`src/rtl/mmb_pkg.sv`:
```
package mmb_pkg;

  // Modulus selection, encoded as seen on the mode input.
  typedef enum logic [1:0] {
    MOD_PLUS  = 2'b00,  // 2^N+1, diminished-1 operands
    MOD_POW   = 2'b01,  // 2^N
    MOD_MINUS = 2'b10,  // 2^N-1, two zero forms
    MOD_BAD   = 2'b11   // illegal
  } mod_sel_e;

  // One radix-4 Booth digit: sign plus one-hot magnitude.
  typedef struct packed {
    logic neg;
    logic one;
    logic two;
  } bdigit_t;

endpackage

```
`src/rtl/mmb_booth_enc.sv`:
```
module mmb_booth_enc
  import mmb_pkg::*;
#(
  parameter int N = 8
) (
  input  logic [N-1:0]           y,
  input  mod_sel_e               sel,
  output logic                   wrap,
  output bdigit_t [N/2-1:0]      dig
);
  localparam int ND = N / 2;

  // Bit fed into the low end of digit 0; it cancels or reuses the
  // weight 2^N carried by the top multiplier bit.
  always_comb begin
    case (sel)
      MOD_PLUS:  wrap = ~y[N-1];
      MOD_MINUS: wrap = y[N-1];
      default:   wrap = 1'b0;
    endcase
  end

  logic [N:0] y_ext;
  assign y_ext = {y, wrap};

  for (genvar i = 0; i < ND; i++) begin : g_dig
    logic hi, mid, lo;
    assign hi  = y_ext[2*i+2];
    assign mid = y_ext[2*i+1];
    assign lo  = y_ext[2*i];
    assign dig[i].one = mid ^ lo;
    assign dig[i].two = (hi & ~mid & ~lo) | (~hi & mid & lo);
    assign dig[i].neg = hi & ~(mid & lo);
  end

endmodule

```
`src/rtl/mmb_ppgen.sv`:
```
module mmb_ppgen
  import mmb_pkg::*;
#(
  parameter int N = 8
) (
  input  logic [N-1:0]            x,
  input  mod_sel_e                sel,
  input  bdigit_t [N/2-1:0]       dig,
  output logic [N/2-1:0][N-1:0]   pp
);
  localparam int ND = N / 2;

  // x * 2^j in the selected modulus: zero fill, rotate, or rotate with
  // the wrapped-in bits inverted (leaves an offset of 2^j-1 for 2^N+1).
  function automatic logic [N-1:0] scale2(logic [N-1:0] v, int j, mod_sel_e s);
    logic [N-1:0] r;
    for (int b = 0; b < N; b++) begin
      if (b >= j) r[b] = v[b-j];
      else begin
        case (s)
          MOD_MINUS: r[b] = v[N-j+b];
          MOD_PLUS:  r[b] = ~v[N-j+b];
          default:   r[b] = 1'b0;
        endcase
      end
    end
    return r;
  endfunction

  for (genvar i = 0; i < ND; i++) begin : g_pp
    logic [N-1:0] by_one, by_two, mag;
    assign by_one = scale2(x, 2*i, sel);
    assign by_two = scale2(x, 2*i+1, sel);
    assign mag    = dig[i].two ? by_two : (dig[i].one ? by_one : '0);
    assign pp[i]  = dig[i].neg ? ~mag : mag;
  end

endmodule

```
`src/rtl/mmb_accum.sv`:
```
module mmb_accum
  import mmb_pkg::*;
#(
  parameter int N = 8,
  parameter int K = 7
) (
  input  logic [K-1:0][N:0] ops,
  input  mod_sel_e          sel,
  output logic [N:0]        sum
);
  localparam logic [N+1:0] MPLUS = {2'b01, {N{1'b0}}} | {{(N+1){1'b0}}, 1'b1};

  // Two-operand modular add: carry dropped, end-around carry, or a
  // single conditional subtract of 2^N+1 on N+1-bit residues.
  function automatic logic [N:0] madd(logic [N:0] a, logic [N:0] b, mod_sel_e s);
    logic [N+1:0] t;
    t = {1'b0, a} + {1'b0, b};
    case (s)
      MOD_POW:   madd = {1'b0, t[N-1:0]};
      MOD_MINUS: madd = {1'b0, t[N-1:0]} + {{N{1'b0}}, t[N]};
      default:   madd = (t >= MPLUS) ? (t[N:0] - MPLUS[N:0]) : t[N:0];
    endcase
  endfunction

  logic [N:0] acc;
  always_comb begin
    acc = '0;
    for (int k = 0; k < K; k++) acc = madd(acc, ops[k], sel);
  end
  assign sum = acc;

endmodule

```
`src/rtl/mmb_bias.sv`:
```
module mmb_bias
  import mmb_pkg::*;
#(
  parameter int N = 8
) (
  input  bdigit_t [N/2-1:0] dig,
  input  mod_sel_e          sel,
  output logic [N:0]        bias
);
  localparam int ND = N / 2;
  localparam logic [N:0] MP  = {1'b1, {(N-1){1'b0}}, 1'b1};
  localparam logic [N:0] ONE = {{N{1'b0}}, 1'b1};
  localparam logic [N:0] TWO = {{(N-1){1'b0}}, 2'b10};

  logic [ND-1:0][N:0] term;

  for (genvar i = 0; i < ND; i++) begin : g_term
    localparam logic [N:0] E_ONE = (N+1)'((1 << (2*i)) - 1);
    localparam logic [N:0] E_TWO = (N+1)'((1 << (2*i+1)) - 1);
    logic [N:0] e, t;
    assign e = dig[i].two ? E_TWO : E_ONE;
    // Cancels the complement offset (-1 or -2) and the inverted-rotation
    // offset (2^j-1) that this digit's word carries.
    always_comb begin
      t = '0;
      if (dig[i].one | dig[i].two) begin
        case (sel)
          MOD_POW:  t = dig[i].neg ? ONE : '0;
          MOD_PLUS: t = dig[i].neg ? (e + TWO) : ((e == '0) ? '0 : (MP - e));
          default:  t = '0;
        endcase
      end
    end
    assign term[i] = t;
  end

  mmb_accum #(.N(N), .K(ND)) u_bsum (
    .ops (term),
    .sel (sel),
    .sum (bias)
  );

endmodule

```
`src/rtl/mmb_mult.sv`:
```
module mmb_mult
  import mmb_pkg::*;
#(
  parameter int N = 8  // operand width, must be even
) (
  input  logic         clk,
  input  logic         rst_n,
  input  logic         in_valid,
  input  logic [1:0]   mode,
  input  logic [N-1:0] x_in,
  input  logic [N-1:0] y_in,
  output logic         out_valid,
  output logic [N-1:0] z_out
);
  localparam int ND   = N / 2;
  localparam int NOPS = ND + 3;

  mod_sel_e              sel;
  logic                  wrap_bit;
  bdigit_t [ND-1:0]      digits;
  logic [ND-1:0][N-1:0]  pps;
  logic [N:0]            bias_word;
  logic [NOPS-1:0][N:0]  ops;
  logic [N:0]            mod_sum;
  logic                  mode_bad;
  logic [N-1:0]          z_next;

  assign sel      = mod_sel_e'(mode);
  assign mode_bad = (sel == MOD_BAD);

  mmb_booth_enc #(.N(N)) u_enc (
    .y    (y_in),
    .sel  (sel),
    .wrap (wrap_bit),
    .dig  (digits)
  );

  mmb_ppgen #(.N(N)) u_pp (
    .x   (x_in),
    .sel (sel),
    .dig (digits),
    .pp  (pps)
  );

  mmb_bias #(.N(N)) u_bias (
    .dig  (digits),
    .sel  (sel),
    .bias (bias_word)
  );

  // Operand list: N/2 partial products, bias, the +Y term used only for
  // diminished-1 operation, and a zero pad.
  always_comb begin
    for (int i = 0; i < ND; i++) ops[i] = {1'b0, pps[i]};
    ops[ND]   = bias_word;
    ops[ND+1] = (sel == MOD_PLUS) ? {1'b0, y_in} : '0;
    ops[ND+2] = '0;
  end

  mmb_accum #(.N(N), .K(NOPS)) u_sum (
    .ops (ops),
    .sel (sel),
    .sum (mod_sum)
  );

  assign z_next = mode_bad ? '0 : mod_sum[N-1:0];

  always_ff @(posedge clk or negedge rst_n) begin
    if (!rst_n) begin
      out_valid <= 1'b0;
      z_out     <= '0;
    end else begin
      out_valid <= in_valid;
      if (in_valid) z_out <= z_next;
    end
  end

endmodule

```
`config.mk`:
```
export PLATFORM = sky130hd
export DESIGN_NAME = mmb_mult
export DESIGN_NICKNAME = d
export VERILOG_FILES = /design/src/rtl/mmb_pkg.sv /design/src/rtl/mmb_booth_enc.sv /design/src/rtl/mmb_ppgen.sv /design/src/rtl/mmb_accum.sv /design/src/rtl/mmb_bias.sv /design/src/rtl/mmb_mult.sv
export SDC_FILE = /design/constraint.sdc
export NUM_CORES = 1
export LEC_CHECK = 0
export ABC_AREA = 1
export BUFFER_PORTS_ARGS = -buffer_cell sky130_fd_sc_hd__buf_2
export CORE_MARGIN = 5
export CORE_UTILIZATION = 65
export CTS_CLUSTER_DIAMETER = 120
export DETAILED_ROUTE_END_ITERATION = 10
export PLACE_DENSITY = 0.94
export SLEW_MARGIN = 10
export SYNTH_ARGS = -nofsm -noshare
export SYNTH_HDL_FRONTEND = slang
export SYNTH_SLANG_ARGS = --single-unit
```
`constraint.sdc`:
```
create_clock -name clk -period 1.4 [get_ports clk]
set_input_delay 0.21 -clock clk [delete_from_list [all_inputs] [get_ports clk]]
set_output_delay 0.21 -clock clk [all_outputs]
set_load 0.05 [all_outputs]
```
==> results.md, run 1 <==
- Fail Step: clock tree synthesis (4_1_cts)
- Deepest clock path buffer count: 2
- Syn_nets: between 1.5k and 2k
- Placed instance count: between 2k and 2.5k
- Synthesized area: about 9100 sq um
- Chip Height: around 130 microns
- Combinational family with the most area after synthesis: simple AND/OR/NAND/NOR gates
- Mux share of post-synthesis cell area: 0
- Placer congestion estimate: between 1 and 1.5
- Io pins: 30
- Post-Synth XOR/XNOR Area: 0.0832
- TritonCTS Buffers: 3
- Num rows: 43
- Post-synth cell types: 58
- CTS Hold Bufs: 1
- Total setup buffers inserted after CTS: about 120
- Synth Warn #: 0
- Post-synth EDFFs: 0
- DP Area: around 13,000 sq um
- CTS resizes: between 200 and 250
- Outcome: did not finish
- Tool error: [ERROR DPL-0038] Utilization greater than 100%, impossible to legalize
- Cell count after synthesis: about 1.6k
- Die width: approximately 130 microns
- Synth Area in Adders: 0.163
- Post-synthesis compound-gate area fraction: 0.223
- Sequential cell area fraction in the yosys report: 0.0246
- Root Buffer: clkbuf_16
- Initial Utilization: 0.661
- Count of input and output buffers: 29
- Sink Count: 9
- Syn avg cell area: 5.67 sq um
- Post-synthesis register bit count: 9
- Htree depth: 1
- HPWL after DPL: 36,300 microns
- Ys async rst share: 1.00
- Top_reg_cell synth: dfrtp_1
- Synth Area in Simple Gates: 0.376
[cell usage after synthesis (12+ instances only)]
cell type | number | area (sq um)
nand2_1 | 354 | 1330
inv_1 | 244 | 916
nand3_1 | 144 | 721
o21ai_0 | 143 | 716
nor2_1 | 126 | 473
a21oi_1 | 107 | 536
ha_1 | 105 | 1310
xor2_1 | 71 | 622
nand2_2 | 29 | 181
clkbuf_1 | 25 | 93.8
a31oi_1 | 21 | 131
inv_2 | 21 | 78.8
nor3_1 | 18 | 90.1
a32oi_1 | 16 | 140
nand2_4 | 16 | 180
nand4_1 | 12 | 75.1
or2_2 | 12 | 75.1
[metrics by stage]
stage,util,worst slack (ns),hold slack [ns]
after floorplan,-,-12.22,-0.0856
after global placement,0.931,-12.74,0.0610
after detailed placement,0.931,-15.04,0.0678
[cell families after synthesis]
group / Yosys count
xor gates and xnor gates: 80
AOI/OAI and AO/OA: 354
DFF: 9
adders and majority gates: 114
and+or+nand+nor: 746
buffers and inverters: 309
==> run 2: changes to the inputs <==
- CORE_UTILIZATION: 65 -> 40
- CTS_CLUSTER_DIAMETER: 120 -> not set
- PLACE_DENSITY: 0.94 -> not set
- PLACE_DENSITY_LB_ADDON: not set -> 0.15
==> results.md, run 2 <==
- Post-DR vias/cell: just over 5
- Setup violations, final: 8
- Chip Height: 161 microns (+25%)
- Cell mode on critical path: nand2_1
- Remaining DRCs: 0
- Fin Clk Skew: 0 ns
- Top area cells in the synthesized netlist: nand2_1 (15%), ha_1 (14%), inv_1 (10%)
- Fin. max-slew vios: 0
- Core ar.: between 20,000 and 25,000 sq um
- Syn_nets: 1,747 (unchanged)
- Least-Margin Pin Slew: around 0.9 ns
- Slowest cell delay on critical path: ~0.44 ns
- Post-Route WL: around 35,000 microns
- Via count: around 13k
- DIE AREA: around 26,000 sq um
- Clk pin slew, worst setup/hold paths: ~0.040 ns
- Crit path max fanout: 7
- Initial antenna violation count: 2
- Synthesized area: 9140 sq um (unchanged)
- Area leader, netlist: nand2_1
- Worst rel slew slack: 0.411
- Overall power: between 30 and 40 mW
- GRT Overall Usage: 0.249
- Peak VDD IR: 1960 uV
- Most frequent cells in the layout: buf_4 (545), nand2_1 (314), inv_1 (210), nand3_1 (129), nor2_1 (101)
- Initial Utilization: 0.405 (-0.256)
- Diode count: 0
- Final Critical Period: 14.15 ns
- Slowest CP cell: or4_4
- TritonCTS Buffers: 3 (unchanged)
- Num rows: 55 (+28%)
- Avg WL per Cell: between 10 and 15 microns
- Cell count after synthesis: 1,612 (unchanged)
- Root Buffer: clkbuf_16
- Io pins: 30 (unchanged)
- Die width: 161 microns (+25%)
- P&R area growth vs syn: 65.6%
- Total grt overflow: 0
- Critical Path RT: between 1.5 and 2 ns
- Power per cell area: 2460 nW/um^2
- Post-synthesis register bit count: 9 (unchanged)
- Syn avg cell area: 5.67 sq um (unchanged)
- Placer congestion estimate: 0.897 (-11%)
- Share of layout cells above drive strength 1: 0.444
- Final ANT Viol Nets: 0
- Post-synth EDFFs: 0 (unchanged)
- Ys async rst share: 1.00 (unchanged)
- Fmax: between 70 and 80 MHz
- Htree depth: 1 (unchanged)
- # nets final: 2,307
- DRT iter0 DRCs: between 700 and 800
- Sink Count: 9 (unchanged)
- Post-synth cell types: 58 (unchanged)
- Synth Warn #: 0 (unchanged)
- Final setup margin: -12.75 ns
- HPWL after DPL: 25,400 microns (-30%)
- HP Class: in2reg
- Synth top cells by count: nand2_1 (354), inv_1 (244), nand3_1 (144)
- Commonest non-fill, non-tap cell in the layout: buf_4
- CTS tree: done
- Crit. End Element: flip-flop
- Count of input and output buffers: 29 (unchanged)
- Leak: just under 8 nW
- Failing checks: setup timing
- Largest Register: z_out
- Non-Filler Instances: between 2k and 2.5k
- Top_reg_cell synth: dfrtp_1
- Most frequent cell after synthesis: nand2_1
- Largest net degree at the start of global routing: between 60 and 70
- Deepest clock path buffer count: 2 (unchanged)
- Startpoint Class: input port
- Biggest regs: z_out (8), out_valid (1)
- Final period util: 10.1
- Outcome: finished with violations
- Placed instance count: 2,337 (+5.7%)
- Fin. Hold Viols: 0
- Drt first pass iters: 6
- Sequential cell area fraction in the yosys report: 0.0246 (unchanged)
- Number of global-route vias before repair: ~12k
- First-pass GRT wire length: ~55,000 microns
- RSZ-0062 raised after global routing: true
- Max-cap violations: 0
- CP arrival: 14.27 ns
- Max reg flops: 8
- Synth top area share: 0.145 (unchanged)
- Hold_ws: a little under 0.1 ns
- Clk Latency, worst-skew pair: between 0.2 and 0.25 ns
- WS Path Type: in2reg
==> run 2: cell counts after synthesis <==
No cell type changed its count.
==> run 2: path summary, 6_finish.rpt <==
path | startpoint | end | slack (ns) | cells past startpoint
worst max-delay path | mode[0] | z_out[0] | -12.75 | 106
worst min-delay path | in_valid | out_valid | 0.1 | 1
worst max register to register | z_out[2] | z_out[2] | 0.78 | 2
worst min register to register | z_out[3] | z_out[3] | 0.48 | 2
max in group asynchronous | rst_n | out_valid | 0.86 | 2
min in group asynchronous | rst_n | z_out[1] | 0.36 | 2
==> run 2: cells by family after synthesis <==
family / count (synthesis) / synth area share
flip-flops: 9 / 0.0246
AO/OA/AOI/OAI: 354 / 0.223
buffers and inverters: 309 / 0.130
adder cells (fa/ha/maj): 114 / 0.163
AND/OR/NAND/NOR: 746 / 0.376
XOR/XNOR: 80 / 0.0832
==> run 2: layer usage <==
| metal | global-route usage | routed length, microns | vias to the layer above |
|---|---|---|---|
| met1 | 0.319 | 15300 | 5777 |
| met5 | 0 | 27 | - |
| met3 | 0.0133 | 1450 | 57 |
| met2 | 0.461 | 17500 | 310 |
| met4 | 0.0531 | 671 | 4 |
| li1 | - | - | 6435 |
==> run 2: final cells by class <==
cell class / count / area, sq um
Tap cell: 285 / 357
Sequential cell: 9 / 225
Multi-Input combinational cell: 1294 / 8930
Timing Repair inverter: 1 / 7.51
Timing Repair Buffer: 594 / 4490
Inverter: 269 / 1050
Fill cell: 1976 / 7440
Clock buffer: 4 / 78.8
==> run 2: worst max-delay path, delay by kind of cell <==
| kind | cells | cell delay, ns |
|---|---|---|
| adders and majority gates | 9 | 2.20 |
| buffers and inverters | 17 | 1.51 |
| AOI/OAI and AO/OA | 31 | 4.54 |
| xor gates and xnor gates | 6 | 1.16 |
| and+or+nand+nor | 43 | 4.54 |
==> run 2: stage by stage <==
step	util	TNS, ns	setup slack (ns)	instance area, sq um
global route	0.671	-109.46	-13.72	15100
finish	0.671	-101.80	-12.75	15100
floorplan	-	-96.99	-12.22	9450
global placement	0.582	-105.59	-13.22	13100
CTS	0.632	-98.90	-12.44	14300
detailed placement	0.582	-108.04	-13.53	13100
==> run 2: what timing repair did <==
item                                    4_1_cts  5_1_grt
pin swaps                                   132      151
gates resized for setup                     147      143
hold buffers                                  1        0
endpoints found under the hold margin         9        0
buffers inserted                             75       39
gates cloned                                  0        1
endpoints found under the setup margin        8        8
==> run 2: power by group <==
part | switching (mW) | leakage, nW | internal [mW]
combinational | 18.5 | 7.57 | 17.9
sequential | 0.0475 | 0.114 | 0.355
clock | 0.121 | 0.0382 | 0.380
total | 18.6 | 7.73 | 18.6
(Power assumes the default switching activity.)
